<file path="src/rtl/intc_pkg.sv">
package intc_pkg;

  // True when a write of v to a priority-class register is accepted
  function automatic logic warl_ok(input int unsigned max_p, input logic [31:0] v);
    if (((max_p + 1) & max_p) == 0) return 1'b1;
    return v <= max_p;
  endfunction

  // Value stored for an accepted write
  function automatic logic [31:0] warl_val(input int unsigned max_p, input logic [31:0] v);
    if (((max_p + 1) & max_p) == 0) return v & max_p;
    return v;
  endfunction

endpackage

</file>
<file path="src/rtl/intc_pending.sv">
module intc_pending #(
  parameter int unsigned NUM_SRC = 64,
  parameter int unsigned IDW     = 6
) (
  input  logic               clk_i,
  input  logic               rst_ni,
  input  logic [NUM_SRC-1:0] src_i,
  input  logic               claim_en_i,
  input  logic [IDW-1:0]     claim_id_i,
  input  logic               cmpl_en_i,
  input  logic [IDW-1:0]     cmpl_id_i,
  output logic [NUM_SRC-1:0] pend_o,
  output logic [NUM_SRC-1:0] clm_o
);

  logic [NUM_SRC-1:0] src_q, pend_q, clm_q;

  always_ff @(posedge clk_i or negedge rst_ni) begin
    if (!rst_ni) begin
      src_q  <= '0;
      pend_q <= '0;
      clm_q  <= '0;
    end else begin
      src_q <= src_i;
      for (int i = 0; i < NUM_SRC; i++) begin
        if (src_i[i] != src_q[i]) pend_q[i] <= src_i[i] && (i != 0);
        // claim wins over a same-edge level change
        if (claim_en_i && claim_id_i == IDW'(i)) begin
          pend_q[i] <= 1'b0;
          clm_q[i]  <= 1'b1;
        end
        if (cmpl_en_i && cmpl_id_i == IDW'(i)) clm_q[i] <= 1'b0;
      end
    end
  end

  assign pend_o = pend_q;
  assign clm_o  = clm_q;

  assert_claim_marks_R7: assert property (@(posedge clk_i) disable iff (!rst_ni)
    claim_en_i |=> clm_q[$past(claim_id_i)] && !pend_q[$past(claim_id_i)]);

  assert_complete_frees_R8: assert property (@(posedge clk_i) disable iff (!rst_ni)
    cmpl_en_i |=> !clm_q[$past(cmpl_id_i)]);

endmodule

</file>
<file path="src/rtl/intc_claim_sel.sv">
module intc_claim_sel #(
  parameter int unsigned NUM_SRC = 64,
  parameter int unsigned IDW     = 6,
  parameter int unsigned PW      = 3
) (
  input  logic                        clk_i,
  input  logic                        rst_ni,
  input  logic [NUM_SRC-1:0]          pend_i,
  input  logic [NUM_SRC-1:0]          clm_i,
  input  logic [NUM_SRC-1:0]          en_i,
  input  logic [NUM_SRC-1:0][PW-1:0]  prio_i,
  input  logic [PW-1:0]               thr_i,
  output logic [IDW-1:0]              id_o,
  output logic                        irq_o
);

  logic [IDW-1:0] best_id;
  logic [PW-1:0]  best_p;

  // ascending scan with strict compare: ties go to the lowest ID
  always_comb begin
    best_id = '0;
    best_p  = thr_i;
    for (int i = 0; i < NUM_SRC; i++) begin
      if (pend_i[i] && !clm_i[i] && en_i[i] && prio_i[i] > best_p) begin
        best_id = IDW'(i);
        best_p  = prio_i[i];
      end
    end
  end

  assign id_o  = best_id;
  assign irq_o = best_id != '0;

  assert_pick_eligible_R6: assert property (@(posedge clk_i) disable iff (!rst_ni)
    irq_o |-> pend_i[id_o] && !clm_i[id_o] && en_i[id_o] && prio_i[id_o] > thr_i);

endmodule

</file>
<file path="src/rtl/intc_core.sv">
module intc_core import intc_pkg::*; #(
  parameter int unsigned NUM_SRC    = 64,
  parameter int unsigned NUM_CTX    = 2,
  parameter int unsigned MAX_PRIO   = 7,
  parameter int unsigned AW         = 16,
  parameter int unsigned PRIO_BASE  = 32'h0000,
  parameter int unsigned PEND_BASE  = 32'h1000,
  parameter int unsigned EN_BASE    = 32'h2000,
  parameter int unsigned EN_STRIDE  = 32'h80,
  parameter int unsigned CTX_BASE   = 32'h4000,
  parameter int unsigned CTX_STRIDE = 32'h100
) (
  input  logic               clk_i,
  input  logic               rst_ni,
  input  logic [NUM_SRC-1:0] src_i,
  input  logic               req_i,
  input  logic               we_i,
  input  logic [AW-1:0]      addr_i,
  input  logic [31:0]        wdata_i,
  output logic               rvalid_o,
  output logic [31:0]        rdata_o,
  output logic [NUM_CTX-1:0] irq_o
);

  localparam int unsigned NW        = (NUM_SRC + 31) / 32;
  localparam int unsigned SRCP      = NW * 32;
  localparam int unsigned IDW       = $clog2(NUM_SRC);
  localparam int unsigned PW        = $clog2(MAX_PRIO + 1);
  localparam int unsigned CW        = (NUM_CTX > 1) ? $clog2(NUM_CTX) : 1;
  localparam int unsigned PRIO_SPAN = (NUM_SRC - 1) * 4;
  localparam int unsigned PEND_SPAN = NW * 4;
  localparam int unsigned EN_SPAN   = NUM_CTX * EN_STRIDE;
  localparam int unsigned CTX_SPAN  = NUM_CTX * CTX_STRIDE;
  localparam int unsigned EN_SH     = $clog2(EN_STRIDE);
  localparam int unsigned CTX_SH    = $clog2(CTX_STRIDE);

  logic [NUM_SRC-1:0][PW-1:0] prio_q;
  logic [NUM_CTX-1:0][SRCP-1:0] en_q;
  logic [NUM_CTX-1:0][PW-1:0] thr_q;
  logic [NUM_SRC-1:0] pend, clm;
  logic [SRCP-1:0] pend_pad;
  logic [NUM_CTX-1:0][IDW-1:0] sel_id;

  // decode
  logic [31:0] a, o_prio, o_pend, o_en, o_ctx, pend_word, en_word, ctx_sub;
  logic hit_prio, hit_pend, hit_en, hit_ctx;
  logic [IDW-1:0] prio_idx;
  logic [CW-1:0]  en_ctx, ctx_idx;

  assign a         = 32'(addr_i);
  assign o_prio    = a - PRIO_BASE;
  assign o_pend    = a - PEND_BASE;
  assign o_en      = a - EN_BASE;
  assign o_ctx     = a - CTX_BASE;
  assign hit_prio  = a >= PRIO_BASE && o_prio < PRIO_SPAN;
  assign hit_pend  = a >= PEND_BASE && o_pend < PEND_SPAN;
  assign hit_en    = a >= EN_BASE   && o_en   < EN_SPAN;
  assign hit_ctx   = a >= CTX_BASE  && o_ctx  < CTX_SPAN;
  assign prio_idx  = IDW'((o_prio >> 2) + 1);
  assign pend_word = o_pend >> 2;
  assign en_ctx    = CW'(o_en >> EN_SH);
  assign en_word   = (o_en & (EN_STRIDE - 1)) >> 2;
  assign ctx_idx   = CW'(o_ctx >> CTX_SH);
  assign ctx_sub   = o_ctx & (CTX_STRIDE - 1);
  assign pend_pad  = SRCP'(pend);

  logic rd_op, wr_op, claim_en, cmpl_en;
  assign rd_op    = req_i && !we_i;
  assign wr_op    = req_i && we_i;
  assign claim_en = rd_op && hit_ctx && ctx_sub == 4 && sel_id[ctx_idx] != '0;
  assign cmpl_en  = wr_op && hit_ctx && ctx_sub == 4 && wdata_i < NUM_SRC;

  logic [31:0] rd;
  always_comb begin
    rd = '0;
    if (hit_prio) rd = 32'(prio_q[prio_idx]);
    else if (hit_pend) rd = pend_pad[pend_word*32 +: 32];
    else if (hit_en) begin
      if (en_word < NW) rd = en_q[en_ctx][en_word*32 +: 32];
    end else if (hit_ctx) begin
      if (ctx_sub == 0) rd = 32'(thr_q[ctx_idx]);
      else if (ctx_sub == 4) rd = 32'(sel_id[ctx_idx]);
    end
  end

  always_ff @(posedge clk_i or negedge rst_ni) begin
    if (!rst_ni) begin
      prio_q   <= '0;
      en_q     <= '0;
      thr_q    <= '0;
      rvalid_o <= 1'b0;
      rdata_o  <= '0;
    end else begin
      rvalid_o <= req_i;
      rdata_o  <= rd_op ? rd : '0;
      if (wr_op) begin
        if (hit_prio && warl_ok(MAX_PRIO, wdata_i))
          prio_q[prio_idx] <= PW'(warl_val(MAX_PRIO, wdata_i));
        if (hit_en && en_word < NW)
          en_q[en_ctx][en_word*32 +: 32] <= wdata_i;
        if (hit_ctx && ctx_sub == 0 && warl_ok(MAX_PRIO, wdata_i))
          thr_q[ctx_idx] <= PW'(warl_val(MAX_PRIO, wdata_i));
      end
    end
  end

  intc_pending #(.NUM_SRC(NUM_SRC), .IDW(IDW)) u_pend (
    .clk_i      (clk_i),
    .rst_ni     (rst_ni),
    .src_i      (src_i),
    .claim_en_i (claim_en),
    .claim_id_i (sel_id[ctx_idx]),
    .cmpl_en_i  (cmpl_en),
    .cmpl_id_i  (IDW'(wdata_i)),
    .pend_o     (pend),
    .clm_o      (clm)
  );

  for (genvar c = 0; c < NUM_CTX; c++) begin : g_ctx
    intc_claim_sel #(.NUM_SRC(NUM_SRC), .IDW(IDW), .PW(PW)) u_sel (
      .clk_i  (clk_i),
      .rst_ni (rst_ni),
      .pend_i (pend),
      .clm_i  (clm),
      .en_i   (en_q[c][NUM_SRC-1:0]),
      .prio_i (prio_q),
      .thr_i  (thr_q[c]),
      .id_o   (sel_id[c]),
      .irq_o  (irq_o[c])
    );
  end

  assert_ack_next_R11: assert property (@(posedge clk_i) disable iff (!rst_ni)
    req_i |=> rvalid_o);

  assert_unmapped_zero_R11: assert property (@(posedge clk_i) disable iff (!rst_ni)
    rd_op && !(hit_prio || hit_pend || hit_en || hit_ctx) |=> rdata_o == '0);

  assert_irq_claim_R10: assert property (@(posedge clk_i) disable iff (!rst_ni)
    rd_op && hit_ctx && ctx_sub == 4 && irq_o[ctx_idx] |=> rdata_o != '0);

endmodule

</file>
<file path="config.mk">
export PLATFORM = sky130hd
export DESIGN_NAME = intc_core
export DESIGN_NICKNAME = d
export VERILOG_FILES = /design/src/rtl/intc_pkg.sv /design/src/rtl/intc_pending.sv /design/src/rtl/intc_claim_sel.sv /design/src/rtl/intc_core.sv
export SDC_FILE = /design/constraint.sdc
export NUM_CORES = 2
export LEC_CHECK = 0
export ABC_AREA = 1
export ABC_CLOCK_PERIOD_IN_PS = 83900
export BUFFER_PORTS_ARGS = -buffer_cell sky130_fd_sc_hd__buf_2
export CORE_ASPECT_RATIO = 1.1
export CORE_MARGIN = 8
export CORE_UTILIZATION = 55
export DETAILED_ROUTE_END_ITERATION = 10
export PLACE_DENSITY = 0.84
export SLEW_MARGIN = 20
export SYNTH_ARGS = -nofsm -noshare
export SYNTH_HDL_FRONTEND = slang
export SYNTH_HIERARCHICAL = 1
export SYNTH_SLANG_ARGS = --single-unit
</file>
<file path="constraint.sdc">
create_clock -name clk_i -period 83.9 [get_ports clk_i]
set_clock_uncertainty 0.05 [all_clocks]
set_input_delay 8.39 -clock clk_i [delete_from_list [all_inputs] [get_ports clk_i]]
set_output_delay 8.39 -clock clk_i [all_outputs]
set_load 0.05 [all_outputs]
</file>
==> results.json <==
{
  "status": "complete, but fails checks",
  "violations": "design-rule violations",
  "synth_seq_cells": 549,
  "fp.dieH_um": 308,
  "worst_path_most_repeated_cell": "nand2_2",
  "synth_top_cell_area_share_pct": 32.3,
  "dp_cells": 7163,
  "grt_use_total_pct": 36.0,
  "synthCells": 6087,
  "critPathKind": "register to output pin",
  "drive_above_1_share_pct": 22.5,
  "regArea_mm2": 0.0137,
  "initial_core_util_pct": 55.2,
  "rows": 107,
  "maxCapViolCount": 0,
  "syn_nets": 6351,
  "gr-total-overflow": 0,
  "path_max_fanout": 8,
  "grt_max_degree": 139,
  "die_area_mm2": 0.0864,
  "wl_per_cell_um": 22.1,
  "worstSetupStartpointType": "register",
  "p_leak_nw": 24.1,
  "holdPathEnd": "u_pend/clm_o[60]$_DFFE_PN0P_",
  "synth_cell_types": 56,
  "num-fill-cells": 6406,
  "ant_nets": 0,
  "synth.yosys.seq_area_share_pct": 32.3,
  "post-route-period-util_pct": 96.5,
  "finalHoldViolCount": 0,
  "yosysTopAreaCell": "dfrtp_1",
  "cp_slowest_cell": "dfrtp_1",
  "hold_path_class": "register to register",
  "multiInputGateArea_mm2": 0.0262,
  "grt_pass1_wl_um": 238000,
  "nets": 6673,
  "rr_endpoint": "u_pend/clm_o[9]$_DFFE_PN0P_",
  "timing.rr.start": "thr_q[0]$_DFFE_PN0P_",
  "r2r_slack_ns": 10.21,
  "max_freq_mhz": 12.4,
  "synth.yosys.warnings": 6,
  "reg2reg_depth": 466,
  "routed_via_density": 6.00,
  "final-instance-count-excl-fill": 7503,
  "die_w_um": 281,
  "synth_edf_count": 0,
  "antenna_found_initial": 18,
  "ir_drop_mv": 0.0187,
  "vias": 45051,
  "slew_headroom_pct": 10.2,
  "coreArea_mm2": 0.0770,
  "pre_cts_ws_ns": 1.62,
  "htreeDepth": 2,
  "clkSlewWorstSetupHoldPaths_ns": 0.07,
  "ys.flop_type": "dfrtp_1",
  "synth.avg_cell_area_um2": 6.98,
  "synthArstFlopShare_pct": 100,
  "drt_wl_total_um": 166000,
  "first_pass_iters": 7,
  "slew_viol_final": 0,
  "ioPinCount": 151,
  "tightest_slew_ns": 1.34,
  "cp-startpoint": "thr_q[0]$_DFFE_PN0P_",
  "crit_arrival_ns": 72.51,
  "fin_ws_ns": 2.95,
  "clk_latency_ns": 0.65,
  "period_needed_ns": 80.95,
  "place_congestion": 1.04,
  "synthTopCellsByArea": "dfrtp_1 32%, nand2_1 12%, inv_1 6.9%",
  "cp.required_ns": 75.46,
  "syn-cell-area_mm2": 0.0425,
  "cts_inserted_buffers": 58,
  "cpPeakStageDelay_ns": 0.41,
  "p_per_area_mw_per_mm2": 12.7,
  "hpwl_um": 117000,
  "clock-sinks": 549,
  "port_buffers": 149,
  "worstSetupEndpointType": "output pin",
  "drt_drc_violations_left": 1,
  "cts_tree": "built",
  "area_growth_pct": 15.6,
  "grt_pass1_vias": 40572,
  "min_from": "u_pend/clm_o[60]$_DFFE_PN0P_",
  "cts_buffer_depth": 3,
  "holdWs_ns": 0.461,
  "setup_viol": 0,
  "clock-root-buffer": "clkbuf_16",
  "drt_iter0_drc": 5407,
  "setup_tns_ns": 0,
  "worstHoldPathCells": 2
}
[flip-flops by register name (all words and copies together), names as in the netlist]
register       count
u_pend/pend_o     63
rvalid_o           1
u_pend/src_q      63
rdata_o           32
en_q             128
prio_q           192
thr_q              6
u_pend/clm_o      64
[critical path, delay by kind of cell, from the launching register on]
family / cells / cell delay [ns]
simple gates: 290 / 38.14
fa+ha+maj: 63 / 17.08
buf+inv: 11 / 0.86
compound gates: 99 / 15.17
flops: 1 / 0.41
[worst max path at each step]
stage / slack [ns] / cells after the start / to
after floorplan: 7.93 / 460 / irq_o[0]
after global placement: 3.20 / 462 / irq_o[0]
after detailed placement: 1.62 / 462 / irq_o[0]
after CTS: 0.50 / 462 / irq_o[0]
after global routing: -0.86 / 456 / irq_o[1]
final: 2.95 / 463 / irq_o[0]
[layer usage]
metal / vias to the layer above / part of all wire, % / global-route usage, %
li1: 20434 / - / -
met1: 20799 / 36 / 44.6
met2: 2964 / 40 / 50.8
met3: 838 / 13 / 12.2
met4: 16 / 10 / 28.5
met5: - / 0.066 / 0
[cell usage in the layout (no fill, tap or decap), types with 64 or more instances in the layout]
master | netlist | routed
a21boi_0 | 99 | 99
nand2_1 | 1404 | 1355
buf_2 | 41 | 145
nand3_4 | 31 | 121
nand3_2 | 180 | 94
nand3_1 | 152 | 148
nand4_1 | 139 | 139
ha_1 | 148 | 147
a21oi_1 | 290 | 286
o21a_1 | 117 | 114
buf_4 | 9 | 250
nor2_1 | 686 | 626
or2_2 | 238 | 191
dfrtp_1 | 549 | 549
nand3b_1 | 122 | 122
nand2_2 | 254 | 299
o21ai_1 | 166 | 166
o21ai_0 | 341 | 334
nor2_2 | 7 | 64
inv_1 | 779 | 771
[synthesized netlist by cell type (148+ instances only)]
master	number
a21oi_1	290
dfrtp_1	549
ha_1	148
inv_1	779
nand2_1	1404
nand2_2	254
nand3_1	152
nand3_2	180
nor2_1	686
o21ai_0	341
o21ai_1	166
or2_2	238
[metrics by stage]
step	utilization [%]	total power, mW	instance area, µm²
floorplan	-	0.306	42500
global placement	57.2	0.334	44100
detailed placement	57.3	0.336	44100
CTS	59.9	0.617	46100
global route	63.8	0.635	49100
finish	63.8	0.623	49100
[what timing repair did]
item                                    in CTS  in global routing
resized for setup                            0                301
hold buffers                                 0                  0
endpoints found under the setup margin       0                  2
hold endpoints to repair                     0                  0
setup buffers                                0                220
[final cells by class]
| type | count | area share (%) |
|---|---|---|
| tap | 1035 | 2.64 |
| multi-input combinational | 4590 | 53.4 |
| sequential | 549 | 28.0 |
| antenna | 12 | 0.0611 |
| timing repair buffer | 402 | 5.53 |
| inverter | 808 | 6.21 |
| clock buffer | 79 | 3.28 |
| clock inverter | 28 | 0.927 |
[logic make-up after synthesis]
logic type / count (synthesis) / share of synthesized area (%)
flip-flops: 549 / 32.3
multiplexers: 1 / 0.0236
adder cells (fa/ha/maj): 148 / 4.36
AO/OA/AOI/OAI: 1141 / 15.4
AND/OR/NAND/NOR: 3296 / 38.8
other: 1 / 0.00882
buffers and inverters: 948 / 8.92
XOR/XNOR: 3 / 0.0795
[report_power, final]
part	total [mW]	switching [mW]	internal, mW
logic	0.0598	0.0462	0.0136
clock network	0.287	0.119	0.168
registers	0.276	0.00634	0.270
total	0.623	0.171	0.451
Power figures use the tool's default switching activity.
